--- src/rtl/dfe_pkg.sv ---
package dfe_pkg;

  localparam int DFE_NUM_STB = 4;
  // strobe index 2 is the falling-edge one; the rest are rising
  localparam logic [DFE_NUM_STB-1:0] DFE_STB_IDLE = 4'b0100;

  typedef struct packed {
    logic                   sdi;
    logic                   clr_n;
    logic                   ld_b_n;
    logic                   ld_a_n;
    logic [DFE_NUM_STB-1:0] stb;
  } dfe_pins_t;

  localparam dfe_pins_t DFE_PINS_IDLE = '{
    sdi:    1'b0,
    clr_n:  1'b1,
    ld_b_n: 1'b1,
    ld_a_n: 1'b1,
    stb:    DFE_STB_IDLE
  };

endpackage

--- src/rtl/dfe_sync.sv ---
module dfe_sync #(
  parameter int           W       = 1,
  parameter int           STAGES  = 2,
  parameter logic [W-1:0] RST_VAL = '0
) (
  input  logic         clk,
  input  logic         rst_n,
  input  logic [W-1:0] d,
  output logic [W-1:0] q
);

  logic [STAGES-1:0][W-1:0] stg_q;
  logic [STAGES-1:0][W-1:0] stg_d;

  always_comb begin
    stg_d[0] = d;
    for (int i = 1; i < STAGES; i++) begin
      stg_d[i] = stg_q[i-1];
    end
  end

  always_ff @(posedge clk or negedge rst_n) begin
    if (!rst_n) begin
      stg_q <= {STAGES{RST_VAL}};
    end else begin
      stg_q <= stg_d;
    end
  end

  assign q = stg_q[STAGES-1];

endmodule

--- src/rtl/dfe_strobe_dec.sv ---
module dfe_strobe_dec #(
  parameter int           N         = 4,
  parameter logic [N-1:0] IDLE_LVL  = 4'b0100
) (
  input  logic         clk,
  input  logic         rst_n,
  input  logic [N-1:0] lvl,
  output logic         shift_en
);

  logic [N-1:0] act_now;
  logic [N-1:0] act_prev_q;
  logic [N-1:0] fire;

  // a strobe is "active" when it is away from its idle level
  assign act_now = lvl ^ IDLE_LVL;

  always_ff @(posedge clk or negedge rst_n) begin
    if (!rst_n) begin
      act_prev_q <= '0;
    end else begin
      act_prev_q <= act_now;
    end
  end

  generate
    for (genvar i = 0; i < N; i++) begin : g_fire
      logic [N-1:0] others;
      always_comb begin
        others    = act_now;
        others[i] = 1'b0;
      end
      assign fire[i] = act_now[i] & ~act_prev_q[i] & ~(|others);
    end
  endgenerate

  assign shift_en = |fire;

endmodule

--- src/rtl/dfe_shift_reg.sv ---
module dfe_shift_reg #(
  parameter int           W       = 16,
  parameter logic [W-1:0] RST_VAL = '0
) (
  input  logic         clk,
  input  logic         rst_n,
  input  logic         clr,
  input  logic         shift_en,
  input  logic         din,
  output logic [W-1:0] word,
  output logic         chain
);

  logic [W-1:0] word_q, word_d;
  logic         chain_q, chain_d;

  always_comb begin
    word_d  = word_q;
    chain_d = chain_q;
    if (clr) begin
      word_d  = RST_VAL;
      chain_d = 1'b0;
    end else if (shift_en) begin
      word_d  = {word_q[W-2:0], din};
      chain_d = word_q[W-1];
    end
  end

  always_ff @(posedge clk or negedge rst_n) begin
    if (!rst_n) begin
      word_q  <= RST_VAL;
      chain_q <= 1'b0;
    end else begin
      word_q  <= word_d;
      chain_q <= chain_d;
    end
  end

  assign word  = word_q;
  assign chain = chain_q;

endmodule

--- src/rtl/dfe_hold_reg.sv ---
module dfe_hold_reg #(
  parameter int           W       = 16,
  parameter logic [W-1:0] RST_VAL = '0
) (
  input  logic         clk,
  input  logic         rst_n,
  input  logic         clr,
  input  logic         load_en,
  input  logic [W-1:0] din,
  output logic [W-1:0] dout
);

  logic [W-1:0] hold_q, hold_d;

  always_comb begin
    hold_d = hold_q;
    if (clr) begin
      hold_d = RST_VAL;
    end else if (load_en) begin
      hold_d = din;
    end
  end

  always_ff @(posedge clk or negedge rst_n) begin
    if (!rst_n) begin
      hold_q <= RST_VAL;
    end else begin
      hold_q <= hold_d;
    end
  end

  assign dout = hold_q;

endmodule

--- src/rtl/serdac_front.sv ---
module serdac_front #(
  parameter int   W           = 16,
  parameter bit   CLR_MID     = 1'b0,
  parameter int   SYNC_STAGES = 2
) (
  input  logic         clk,
  input  logic         rst_n,
  input  logic         sdi,
  input  logic         stb_a,
  input  logic         stb_b,
  input  logic         stb_c_n,
  input  logic         stb_d,
  input  logic         ld_a_n,
  input  logic         ld_b_n,
  input  logic         clr_n,
  output logic [W-1:0] dac_word,
  output logic         chain_out
);
  import dfe_pkg::*;

  localparam logic [W-1:0] RST_WORD = CLR_MID ? {1'b1, {(W-1){1'b0}}} : '0;
  localparam int           PIN_W    = $bits(dfe_pins_t);

  // reset: asserted asynchronously, released on the clock
  logic [1:0] rst_pipe_q;
  logic       rst_sync_n;

  always_ff @(posedge clk or negedge rst_n) begin
    if (!rst_n) begin
      rst_pipe_q <= 2'b00;
    end else begin
      rst_pipe_q <= {rst_pipe_q[0], 1'b1};
    end
  end
  assign rst_sync_n = rst_pipe_q[1];

  // sample every pin together so data stays aligned with strobes
  dfe_pins_t pins_raw, pins_s;

  always_comb begin
    pins_raw.sdi    = sdi;
    pins_raw.clr_n  = clr_n;
    pins_raw.ld_b_n = ld_b_n;
    pins_raw.ld_a_n = ld_a_n;
    pins_raw.stb    = {stb_d, stb_c_n, stb_b, stb_a};
  end

  dfe_sync #(
    .W       (PIN_W),
    .STAGES  (SYNC_STAGES),
    .RST_VAL (DFE_PINS_IDLE)
  ) u_sync (
    .clk   (clk),
    .rst_n (rst_sync_n),
    .d     (pins_raw),
    .q     (pins_s)
  );

  logic         shift_en;
  logic         load_en;
  logic         clr_act;
  logic         sdi_s;
  logic [W-1:0] sr_word;

  assign load_en = ~pins_s.ld_a_n & ~pins_s.ld_b_n;
  assign clr_act = ~pins_s.clr_n;
  assign sdi_s   = pins_s.sdi;

  dfe_strobe_dec #(
    .N        (DFE_NUM_STB),
    .IDLE_LVL (DFE_STB_IDLE)
  ) u_dec (
    .clk      (clk),
    .rst_n    (rst_sync_n),
    .lvl      (pins_s.stb),
    .shift_en (shift_en)
  );

  dfe_shift_reg #(
    .W       (W),
    .RST_VAL (RST_WORD)
  ) u_sr (
    .clk      (clk),
    .rst_n    (rst_sync_n),
    .clr      (clr_act),
    .shift_en (shift_en),
    .din      (sdi_s),
    .word     (sr_word),
    .chain    (chain_out)
  );

  dfe_hold_reg #(
    .W       (W),
    .RST_VAL (RST_WORD)
  ) u_hold (
    .clk     (clk),
    .rst_n   (rst_sync_n),
    .clr     (clr_act),
    .load_en (load_en),
    .din     (sr_word),
    .dout    (dac_word)
  );

endmodule

--- config.mk ---
export PLATFORM = sky130hd
export DESIGN_NAME = serdac_front
export DESIGN_NICKNAME = d
export VERILOG_FILES = /design/src/rtl/dfe_pkg.sv /design/src/rtl/dfe_sync.sv /design/src/rtl/dfe_strobe_dec.sv /design/src/rtl/dfe_shift_reg.sv /design/src/rtl/dfe_hold_reg.sv /design/src/rtl/serdac_front.sv
export SDC_FILE = /design/constraint.sdc
export NUM_CORES = 1
export LEC_CHECK = 0
export BUFFER_PORTS_ARGS = -buffer_cell sky130_fd_sc_hd__buf_2
export CAP_MARGIN = 25
export CORE_MARGIN = 2
export CORE_UTILIZATION = 45
export DETAILED_ROUTE_END_ITERATION = 10
export HOLD_SLACK_MARGIN = 0.03
export PLACE_DENSITY = 0.71
export SYNTH_ARGS = -nofsm -noshare
export SYNTH_HDL_FRONTEND = slang
export SYNTH_SLANG_ARGS = --single-unit
--- constraint.sdc ---
create_clock -name clk -period 2.06 [get_ports clk]
set_input_delay 0.515 -clock clk [delete_from_list [all_inputs] [get_ports clk]]
set_output_delay 0.515 -clock clk [all_outputs]
set_load 0.005 [all_outputs]
==> out/qor.yml, run 1 <==
run_status:
  outcome: "finished, final reports clean"
clock_network:
  cts.htree.levels: 2
  cts_tree: "built"
  post_cts_buffers: 0
  clock-sinks: 55
  cts_resized: 0
  cts_made_buffers: 5
  cts_hold_buf: 1
  clkLatencyLatePin_ns: 0.31
  root_buffer: "clkbuf_8"
  clk_path_buf_depth: 2
  clkTransAtPathRegs_ns: 0.10
placement:
  gp_congestion: 0.731
  dp_hpwl_um: 2130
  port_buffers: 26
setup_path:
  worstPathArrival_ns: 1.80
  reg2reg_slack_ns: 0.49
  crit_required_ns: 2.29
  crit_type: "reg -> reg"
  worstReg2RegStart: "u_sync.q[2]"
  reg2reg_to: "u_sr.word[12]"
  cp-end-kind: "flop"
  reg2regPathDepth: 4
  worst_setup_path_start_kind: "flop"
  crit_fanout: 17
synthesis:
  yosysTopAreaCell: "dfrtp_1"
  yosysMostFrequentCell: "nand2_1"
  synth-xor-area-share_pct: 0
  synth.avg_cell_area_um2: 12.6
  ys_seq_elements: 55
  synth-edff-count: 0
  synth_warnings: 0
  synth_top_family_by_area: "simple AND/OR/NAND/NOR gates"
  yosysSeqAreaShare_pct: 69.4
  synth_cell_types: 20
  synth_adder_area_share_pct: 0
  ys_top_cells_by_count: "50 x nand2_1, 47 x dfrtp_1, 17 x mux2i_1"
  netlist_area_mm2: 0.00200
  syn_nets: 168
  syn_inst: 158
  synthFlopType: "dfrtp_1"
  synth-simple-area-share_pct: 11.3
  synth_top_cells_by_area: "dfrtp_1 59%, dfstp_2 11%, nand2_1 9.4%"
  muxShareOfSynthArea_pct: 8.52
  synth_top_area_share_pct: 58.9
  postSynth.asyncResetShare_pct: 100
  synth-compound-area-share_pct: 7.39
global_route:
  antenna_found_initial: 0
  grt_usage_pct: 14.2
  overflow: 0
  grt_pass1_vias: 1184
  grt_max_degree: 37
  grt_pass1_wl_um: 5450
hold_path:
  hp-class: "reg -> async"
pwr:
  p_per_area_mw_per_mm2: 807
  comb_power_share_pct: 3.6
  p_sw_w: 0.000401
  p_seq_share_pct: 61.4
  clkPwrFrac_pct: 34.9
  p_leak_nw: 1.05
  irDropWorstVdd_mv: 0.410
  p_sw_share_pct: 21.7
  p_int_w: 0.00144
cells_and_area:
  fill_cells: 383
  ff_latch_area_mm2: 0.00139
  n_antenna_cell: 0
  syn_to_final_growth_pct: 14.5
  final_layout_size_suffix_gt1_share_pct: 26.1
  nets: 197
  multi_input_area_um2: 548
floorplan:
  die_x_um: 70.6
  die_area_mm2: 0.00499
  ioPinCount: 27
  die_h_um: 70.6
  start_util_pct: 46.2
  rows: 24
  core_area_mm2: 0.00432
detailed_routing:
  wl_per_cell_um: 12.8
  vias_per_cell: 4.83
  wl_um: 3080
  drc: 0
  vias: 1160
  dr.first_iter.drc_count: 69
  ant_nets: 0
  drt_pass1_iterations: 4
timing:
  finalSetupTns_ns: 0
  rsz0062_at_grt: "false"
  min_period_ns: 1.57
  slew_violations: 0
  finClkSkew_ns: 0.00919
  fmax_mhz: 635
  setup_viol: 0
  hold_viol: 0
  slew_headroom_pct: 66.3
  period_share_pct: 76.4
  worstMarginPinSlew_ns: 0.505
  whs_ns: 0.202
job:
  maxCapViolCount: 0
==> sequential cells by signal, summed over array words and instances (netlist names) <==
| signal | cells |
|---|---|
| u_hold.dout | 16 |
| u_sr.word | 16 |
| u_sync.q | 8 |
| u_sync.stg_d | 8 |
| u_dec.act_prev_q | 4 |
| rst_pipe_q | 2 |
| u_sr.chain | 1 |
==> layout by cell type, fill, tap and decap left out, drive strengths merged <==
master / synthesis / final
o32ai: 1 / 1
clkinvlp: 0 / 1
clkbuf: 4 / 7
or2b: 1 / 1
dlygate4sd3: 0 / 1
a31oi: 1 / 1
nor2: 2 / 2
mux2i: 17 / 17
inv: 2 / 2
a21boi: 16 / 16
or2: 1 / 1
a21oi: 1 / 1
nand2: 50 / 50
buf: 4 / 29
dfrtp: 47 / 47
nor3: 1 / 1
dfstp: 8 / 8
nor3b: 1 / 1
conb: 1 / 1
==> layer usage <==
layer | share of wire (%) | track usage (%) | vias up
li1 | - | - | 565
met1 | 45 | 17.7 | 566
met2 | 49 | 22.7 | 21
met3 | 3.9 | 3.42 | 8
met4 | 2.4 | 8.18 | 0
met5 | 0 | 0 | -
==> cell families after synthesis <==
family / after synthesis
DFF: 55
other: 1
buffers and inverters: 10
AOI/OAI and AO/OA: 19
and+or+nand+nor: 56
muxes: 17
==> final cells by class <==
type | instances | area share [%]
clock buffers | 7 | 4.21
clock inverters | 1 | 0.328
inverters | 2 | 0.328
multi-input cells | 93 | 24.0
flip-flops and latches | 55 | 60.7
well taps | 52 | 2.84
repair buffers | 30 | 7.66
==> power by group through the flow <==
stage | combinational, W | sequential, W | clock, W
3_5_place_dp | 0.0000662 | 0.00116 | 0
4_1_cts | 0.0000675 | 0.00114 | 0.000665
5_1_grt | 0.0000754 | 0.00114 | 0.000704
3_3_place_gp | 0.0000640 | 0.00115 | 0
6_report | 0.0000669 | 0.00113 | 0.000645
2_1_floorplan | 0.0000471 | 0.00115 | 0
==> how the worst max path moves through the flow <==
stage	start	end	slack, ns	depth (start not counted)
2_1_floorplan	rst_pipe_q[1]	u_dec.act_prev_q[0]	0.43	0
3_3_place_gp	u_sync.q[4]	u_hold.dout[2]	0.54	3
3_5_place_dp	u_sync.q[2]	u_sr.word[12]	0.50	4
4_1_cts	u_sync.q[2]	u_sr.word[12]	0.47	4
5_1_grt	u_sync.q[2]	u_sr.word[10]	0.35	4
6_report	u_sync.q[2]	u_sr.word[12]	0.49	4
==> stage by stage <==
step | utilization [%] | instance area [µm²] | cells | power [W] | setup slack, ns
finish | 52.9 | 2290 | 240 | 0.00185 | 0.486
global route | 52.9 | 2290 | 240 | 0.00192 | 0.353
detailed placement | 50.1 | 2170 | 230 | 0.00122 | 0.495
CTS | 52.7 | 2280 | 239 | 0.00187 | 0.467
floorplan | - | 2000 | 158 | 0.00120 | 0.429
global placement | 50.1 | 2170 | 230 | 0.00122 | 0.542
==> worst max-delay path, stage by stage (launching register included) <==
cell     delay [ns]
dfstp_2        0.57
or2b_1         0.24
o32ai_2        0.12
buf_4          0.32
mux2i_1        0.24
No activity file was read; power rests on OpenSTA's default activity.
==> inputs of run 2 (changes only) <==
==> constraint.sdc (replaced) <==
create_clock -name clk -period 1.5 [get_ports clk]
set_input_delay 0.375 -clock clk [delete_from_list [all_inputs] [get_ports clk]]
set_output_delay 0.375 -clock clk [all_outputs]
set_load 0.005 [all_outputs]
==> run 2 against run 1 <==
The run now ends with setup timing left. Final area is 0.16% higher. Flip-flop and latch count did not move. Clock skew up 0.0070 ns. Sequential share of layout area down 0.10 points. Register-to-register slack got worse by 0.50 ns. Utilization up 0.087 points. Clock-buffer cell count is 2 lower. Via count fell by 1.2%. Routed wire length up 2.7%. Critical endpoint unchanged. Highest routed layer unchanged.
==> out/qor.yml, run 2 (synthesis results as in run 1) <==
global_route:
  grt_max_degree: 54  # +46%
  grt_usage_pct: 14.1  # -0.10 points
  antenna_found_initial: 0  # unchanged
  grt_pass1_vias: 1187  # +0.25%
  overflow: 0  # unchanged
  grt_pass1_wl_um: 5400  # -1.0%
clock_network:
  cts.htree.levels: 2  # unchanged
  clkLatencyLatePin_ns: 0.31  # about the same
  clock-sinks: 55  # unchanged
  clkTransAtPathRegs_ns: 0.10  # about the same
  clk_path_buf_depth: 2  # unchanged
  root_buffer: "clkbuf_8"
  post_cts_buffers: 0  # unchanged
  cts_tree: "built"
  cts_made_buffers: 5  # unchanged
timing:
  fmax_mhz: 662  # +4.1%
  min_period_ns: 1.51  # -0.0626 ns
  finalSetupTns_ns: -0.0194  # -0.0194 ns
  slew_headroom_pct: 57.5  # -8.8 points
  finalWorstSetupSlack_ns: -0.0112  # -0.497 ns
  hold_viol: 0  # unchanged
  slew_violations: 0  # unchanged
  whs_ns: 0.160  # -0.0425 ns
  finClkSkew_ns: 0.0162  # +0.00703 ns
  setup_viol: 2  # +2
  rsz0062_at_grt: "true"
  period_share_pct: 101  # +24 points
  worstMarginPinSlew_ns: 0.637  # +0.132 ns
setup_path:
  worst_setup_path_start_kind: "flop"
  cp-end-kind: "flop"
  crit_required_ns: 1.72  # -0.57 ns
  reg2reg_slack_ns: -0.01  # -0.50 ns
  crit_fanout: 17  # unchanged
  crit_type: "reg -> reg"
  worstPathArrival_ns: 1.73  # -0.07 ns
floorplan:
  die_h_um: 70.6  # unchanged
  die_x_um: 70.6  # unchanged
  die_area_mm2: 0.00499  # unchanged
  ioPinCount: 27  # unchanged
  rows: 24  # unchanged
  start_util_pct: 46.2  # unchanged
  core_area_mm2: 0.00432  # unchanged
detailed_routing:
  vias: 1146  # -1.2%
  wl_per_cell_um: 13.2  # +3.2%
  drc: 0  # unchanged
  vias_per_cell: 4.79  # -0.79%
  dr.first_iter.drc_count: 96  # +39%
  wl_um: 3160  # +2.7%
  ant_nets: 0  # unchanged
  drt_pass1_iterations: 4  # unchanged
placement:
  port_buffers: 26  # unchanged
  gp_congestion: 0.694  # -5.1%
  place_ws_ns: -0.0596  # -0.555 ns
  dp_hpwl_um: 2110  # -0.95%
cells_and_area:
  syn_to_final_growth_pct: 14.7
  nets: 196  # -0.51%
  multi_input_area_um2: 562  # +2.5%
  layout_commonest_cell: "nand2_1"
  layout_common_cells: "50 x nand2_1, 46 x dfrtp_1, 26 x buf_2"
  fill_cells: 399  # +4.2%
  n_antenna_cell: 0  # unchanged
  final_layout_size_suffix_gt1_share_pct: 26.2  # +0.14 points
  ff_latch_area_mm2: 0.00139  # unchanged
job:
  maxCapViolCount: 0  # unchanged
pwr:
  total_power_w: 0.00245  # +33%
  p_leak_nw: 1.03  # -1.1%
  p_per_area_mw_per_mm2: 1070  # +32%
  irDropWorstVdd_mv: 0.784  # +91%
run_status:
  outcome: "finished with violations"
  violations: "setup timing"
hold_path:
  hp-class: "in -> reg"
run 2: final timing paths:
| check | endpoint | start | depth (start not counted) |
|---|---|---|---|
| min | u_sync.stg_d[8] | stb_a | 1 |
| max | u_sr.word[12] | u_sync.q[2] | 4 |
| max reg2reg | u_sr.word[12] | u_sync.q[2] | 4 |
| min reg2reg | u_sr.word[6] | rst_pipe_q[1] | 1 |
| min in group asynchronous | u_sr.word[6] | rst_pipe_q[1] | 1 |
| max in group asynchronous | u_sync.q[6] | rst_pipe_q[1] | 1 |
run 2: layer usage:
layer | track usage, % | share of wire (%)
met1 | 18.0 | 45
met2 | 22.4 | 49
met3 | 4.27 | 3.8
met4 | 6.29 | 1.9
met5 | 0 | 0
run 2: final cells by class:
| class | instances | share of cell area, % |
|---|---|---|
| Inverter | 2 | 0.328 |
| Sequential cell | 55 | 60.6 |
| Timing Repair Buffer | 29 | 7.86 |
| Multi-Input combinational cell | 93 | 24.5 |
| Clock inverter | 3 | 0.874 |
| Tap cell | 52 | 2.84 |
| Clock buffer | 5 | 3.00 |
run 2: per-stage QoR:
stage | area, µm² | cells | util [%]
2_1_floorplan | 2000 | 158 | -
3_3_place_gp | 2190 | 230 | 50.6
3_5_place_dp | 2190 | 230 | 50.6
4_1_cts | 2290 | 239 | 53.0
5_1_grt | 2290 | 239 | 53.0
6_report | 2290 | 239 | 53.0
run 2: where the power goes:
part           internal (W)  switching (W)
Clock              0.000325       0.000465
Combinational     0.0000452      0.0000621
Sequential          0.00152      0.0000277
Total               0.00189       0.000555
run 2: repair_timing:
action,CTS,global route
endpoints found under the hold margin,2,0
setup endpoints to repair,18,17
resized for setup,1,0
hold buffers,1,0
run 2: critical path, cell delays in order (launching register included):
cell	delay, ns
dfstp_2	0.57
or2b_1	0.26
o32ai_4	0.15
buf_12	0.21
mux2i_1	0.22
==> inputs of run 3 (changes only) <==
--- a/config.mk
+++ b/config.mk
@@ -5,6 +5,7 @@
 export SDC_FILE = /design/constraint.sdc
 export NUM_CORES = 1
 export LEC_CHECK = 0
+export ABC_AREA = 1
 export BUFFER_PORTS_ARGS = -buffer_cell sky130_fd_sc_hd__buf_2
 export CAP_MARGIN = 25
 export CORE_MARGIN = 2
==> run 3 against run 2 <==
The flow now finishes without violations. Clock-buffer cell count grew 1. Synthesized cell count up 16%. Worst hold slack improved by 0.0042 ns. Sequential share of layout area decreased by 1.7 points. Routed wire length increased by 3.3%. Combinational power grew 19%. Non-clock buffer count up 4. Maximum frequency grew 12%. First-iteration DRC count grew 11%. Die area increased by 2.5%. Critical endpoint is now u_sr.chain. Highest routed layer unchanged.
==> out/qor.yml, run 3 <==
synthesis:
  netlist_area_mm2: 0.00205  # +2.6%
  ys_seq_elements: 55  # unchanged
  synth.avg_cell_area_um2: 11.2  # -11%
  syn_inst: 183  # +16%
  synth_top_area_share_pct: 57.4  # -1.5 points
  yosysTopAreaCell: "dfrtp_1"
  syn_nets: 193  # +15%
  yosysMostFrequentCell: "dfrtp_1"
  synth_top_cells_by_area: "dfrtp_1 57%, dfstp_2 10%, nand3_1 7.8%"
  synthFlopType: "dfrtp_1"
  synth_cell_types: 22  # +10%
  ys_top_cells_by_count: "47 x dfrtp_1, 32 x nand3_1, 20 x inv_1, 20 x nand2_1, 17 x nand4_1"
  yosysSeqAreaShare_pct: 67.6  # -1.8 points
  postSynth.asyncResetShare_pct: 100  # unchanged
  synth-edff-count: 0  # unchanged
  synth_warnings: 0  # unchanged
placement:
  port_buffers: 26  # unchanged
  gp_congestion: 0.789  # +14%
  place_ws_ns: -0.124  # -0.0647 ns
  place_inst: 256  # +11%
  dp_hpwl_um: 2150  # +2.0%
run_status:
  outcome: "finished, final reports clean"
setup_path:
  setup.worst_path.start: "u_sync.q[2]"
  reg2reg_slack_ns: 0.15  # +0.16 ns
  worstPathArrival_ns: 1.60  # -0.13 ns
  worstReg2RegStart: "u_sync.q[2]"
  cp_num_buf_inv: 0  # -1
  worst_setup_path_start_kind: "flop"
  cp-end-kind: "flop"
  critPathSlowestCell: "dfstp_2"
  crit_chain: "nand2_1, nand2_1, nand3_4, nand2_4, nand3_1, nand2_1"
  crit_end: "u_sr.chain"
  crit_required_ns: 1.74  # +0.02 ns
  crit_type: "reg -> reg"
  crit_family: "simple AND/OR/NAND/NOR gates"
  reg2regPathDepth: 6  # +2
  cpMostUsedCell: "nand2_1"
  worst-path-stages: 6  # +2
  reg2reg_to: "u_sr.chain"
  crit_fanout: 17  # unchanged
  cp_slowest_stage_delay_ns: 0.58  # about the same
pwr:
  p_seq_share_pct: 61.6  # -1.7 points
  total_power_w: 0.00251  # +2.6%
  comb_power_share_pct: 5.1  # +0.7 points
  p_per_area_mw_per_mm2: 1060  # -0.36%
  p_sw_w: 0.000573  # +3.4%
  clkPwrFrac_pct: 33.3  # +1.0 points
  p_sw_share_pct: 22.8  # +0.17 points
  p_leak_nw: 1.15  # +11%
  irDropWorstVdd_mv: 0.670  # -15%
  p_int_w: 0.00194  # +2.3%
floorplan:
  die_x_um: 71.5  # +1.2%
  start_util_pct: 46.8  # +0.57 points
  rows: 24  # unchanged
  die_area_mm2: 0.00511  # +2.5%
  ioPinCount: 27  # unchanged
  core_area_mm2: 0.00438  # +1.4%
  die_h_um: 71.5  # +1.2%
timing:
  fmax_mhz: 738  # +12%
  setup_viol: 0  # -2
  finClkSkew_ns: 0.00984  # -0.00638 ns
  min_period_ns: 1.35  # -0.156 ns
  whs_ns: 0.164  # +0.00423 ns
  finalSetupTns_ns: 0  # +0.0194 ns
  finalWorstSetupSlack_ns: 0.145  # +0.156 ns
  slew_headroom_pct: 55.1  # -2.4 points
  hold_viol: 0  # unchanged
  worstMarginPinSlew_ns: 0.673  # +0.0365 ns
  slew_violations: 0  # unchanged
  rsz0062_at_grt: "false"
  period_share_pct: 90.3  # -10 points
cells_and_area:
  syn_to_final_growth_pct: 15.0
  ff_latch_area_mm2: 0.00139  # unchanged
  nets: 222  # +13%
  stdcell_count: 265  # +11%
  layout_commonest_cell: "dfrtp_1"
  final_layout_size_suffix_gt1_share_pct: 27.7  # +1.5 points
  fill_cells: 398  # -0.25%
  n_antenna_cell: 0  # unchanged
  multi_input_area_um2: 534  # -4.9%
  layout_common_cells: "46 x dfrtp_1, 32 x nand3_1, 26 x buf_2"
global_route:
  grt_usage_pct: 14.6  # +0.50 points
  grt_pass1_wl_um: 5800  # +7.5%
  grt_max_degree: 43  # -20%
  overflow: 0  # unchanged
  grt_pass1_vias: 1298  # +9.4%
  antenna_found_initial: 0  # unchanged
job:
  maxCapViolCount: 0  # unchanged
detailed_routing:
  ant_nets: 0  # unchanged
  dr.first_iter.drc_count: 107  # +11%
  wl_um: 3260  # +3.3%
  drt_pass1_iterations: 4  # unchanged
  drc: 0  # unchanged
  wl_per_cell_um: 12.3  # -6.9%
  vias_per_cell: 5.10  # +6.4%
  vias: 1352  # +18%
clock_network:
  clkTransAtPathRegs_ns: 0.09  # about the same
  cts.htree.levels: 2  # unchanged
  cts_made_buffers: 5  # unchanged
  clock-sinks: 55  # unchanged
  clkLatencyLatePin_ns: 0.31  # about the same
  root_buffer: "clkbuf_8"
  clk_path_buf_depth: 2  # unchanged
  cts_tree: "built"
hold_path:
  hp-class: "in -> reg"
-- run 3: worst min-delay path by stage --
stage             from               end  slack (ns)  cells after the start
2_1_floorplan    rst_n     rst_pipe_q[0]        0.08                      0
3_3_place_gp     rst_n     rst_pipe_q[0]        0.16                      1
3_5_place_dp     rst_n     rst_pipe_q[0]        0.16                      1
4_1_cts          clr_n  u_sync.stg_d[14]        0.16                      1
5_1_grt        stb_c_n  u_sync.stg_d[10]        0.14                      1
6_report        ld_b_n  u_sync.stg_d[13]        0.16                      1
-- run 3: layer usage --
| metal | up-vias | global-route usage (%) | share of wire (%) |
|---|---|---|---|
| met4 | 0 | 4.40 | 1.0 |
| li1 | 674 | - | - |
| met5 | - | 0 | 0 |
| met3 | 4 | 4.92 | 6.0 |
| met2 | 42 | 24.2 | 49 |
| met1 | 632 | 18.2 | 44 |
-- run 3: what timing repair did --
item                                    CTS  global route
setup buffers                             0             0
endpoints found under the hold margin     2             0
endpoints found under the setup margin   16             0
hold buffers                              1             0
gates resized for setup                   2             0
-- run 3: cell families after synthesis --
group / after synthesis / synth area share [%]
other: 1 / 0.183
buffers and inverters: 31 / 6.65
AOI/OAI and AO/OA: 19 / 4.82
and+or+nand+nor: 77 / 20.7
DFF: 55 / 67.6
-- run 3: through the flow --
| stage | utilization (%) | cell area (µm²) |
|---|---|---|
| 2_1_floorplan | - | 2050 |
| 3_3_place_gp | 51.2 | 2240 |
| 3_5_place_dp | 51.2 | 2240 |
| 4_1_cts | 53.8 | 2360 |
| 5_1_grt | 53.8 | 2360 |
| 6_report | 53.8 | 2360 |
-- run 3: power by group through the flow --
| stage | sequential [W] | clock [W] | combinational, W |
|---|---|---|---|
| 2_1_floorplan | 0.00158 | 0 | 0.0000784 |
| 3_3_place_gp | 0.00157 | 0 | 0.000124 |
| 3_5_place_dp | 0.00158 | 0 | 0.000127 |
| 4_1_cts | 0.00155 | 0.000865 | 0.000129 |
| 5_1_grt | 0.00155 | 0.000927 | 0.000144 |
| 6_report | 0.00155 | 0.000836 | 0.000127 |
-- run 3: final cells by class --
type / count / share of cell area, %
clock buffer: 6 / 3.50
sequential: 55 / 58.8
timing repair buffer: 33 / 8.38
multi-input combinational: 97 / 22.7
clock inverter: 2 / 0.690
inverter: 20 / 3.18
tap: 52 / 2.76
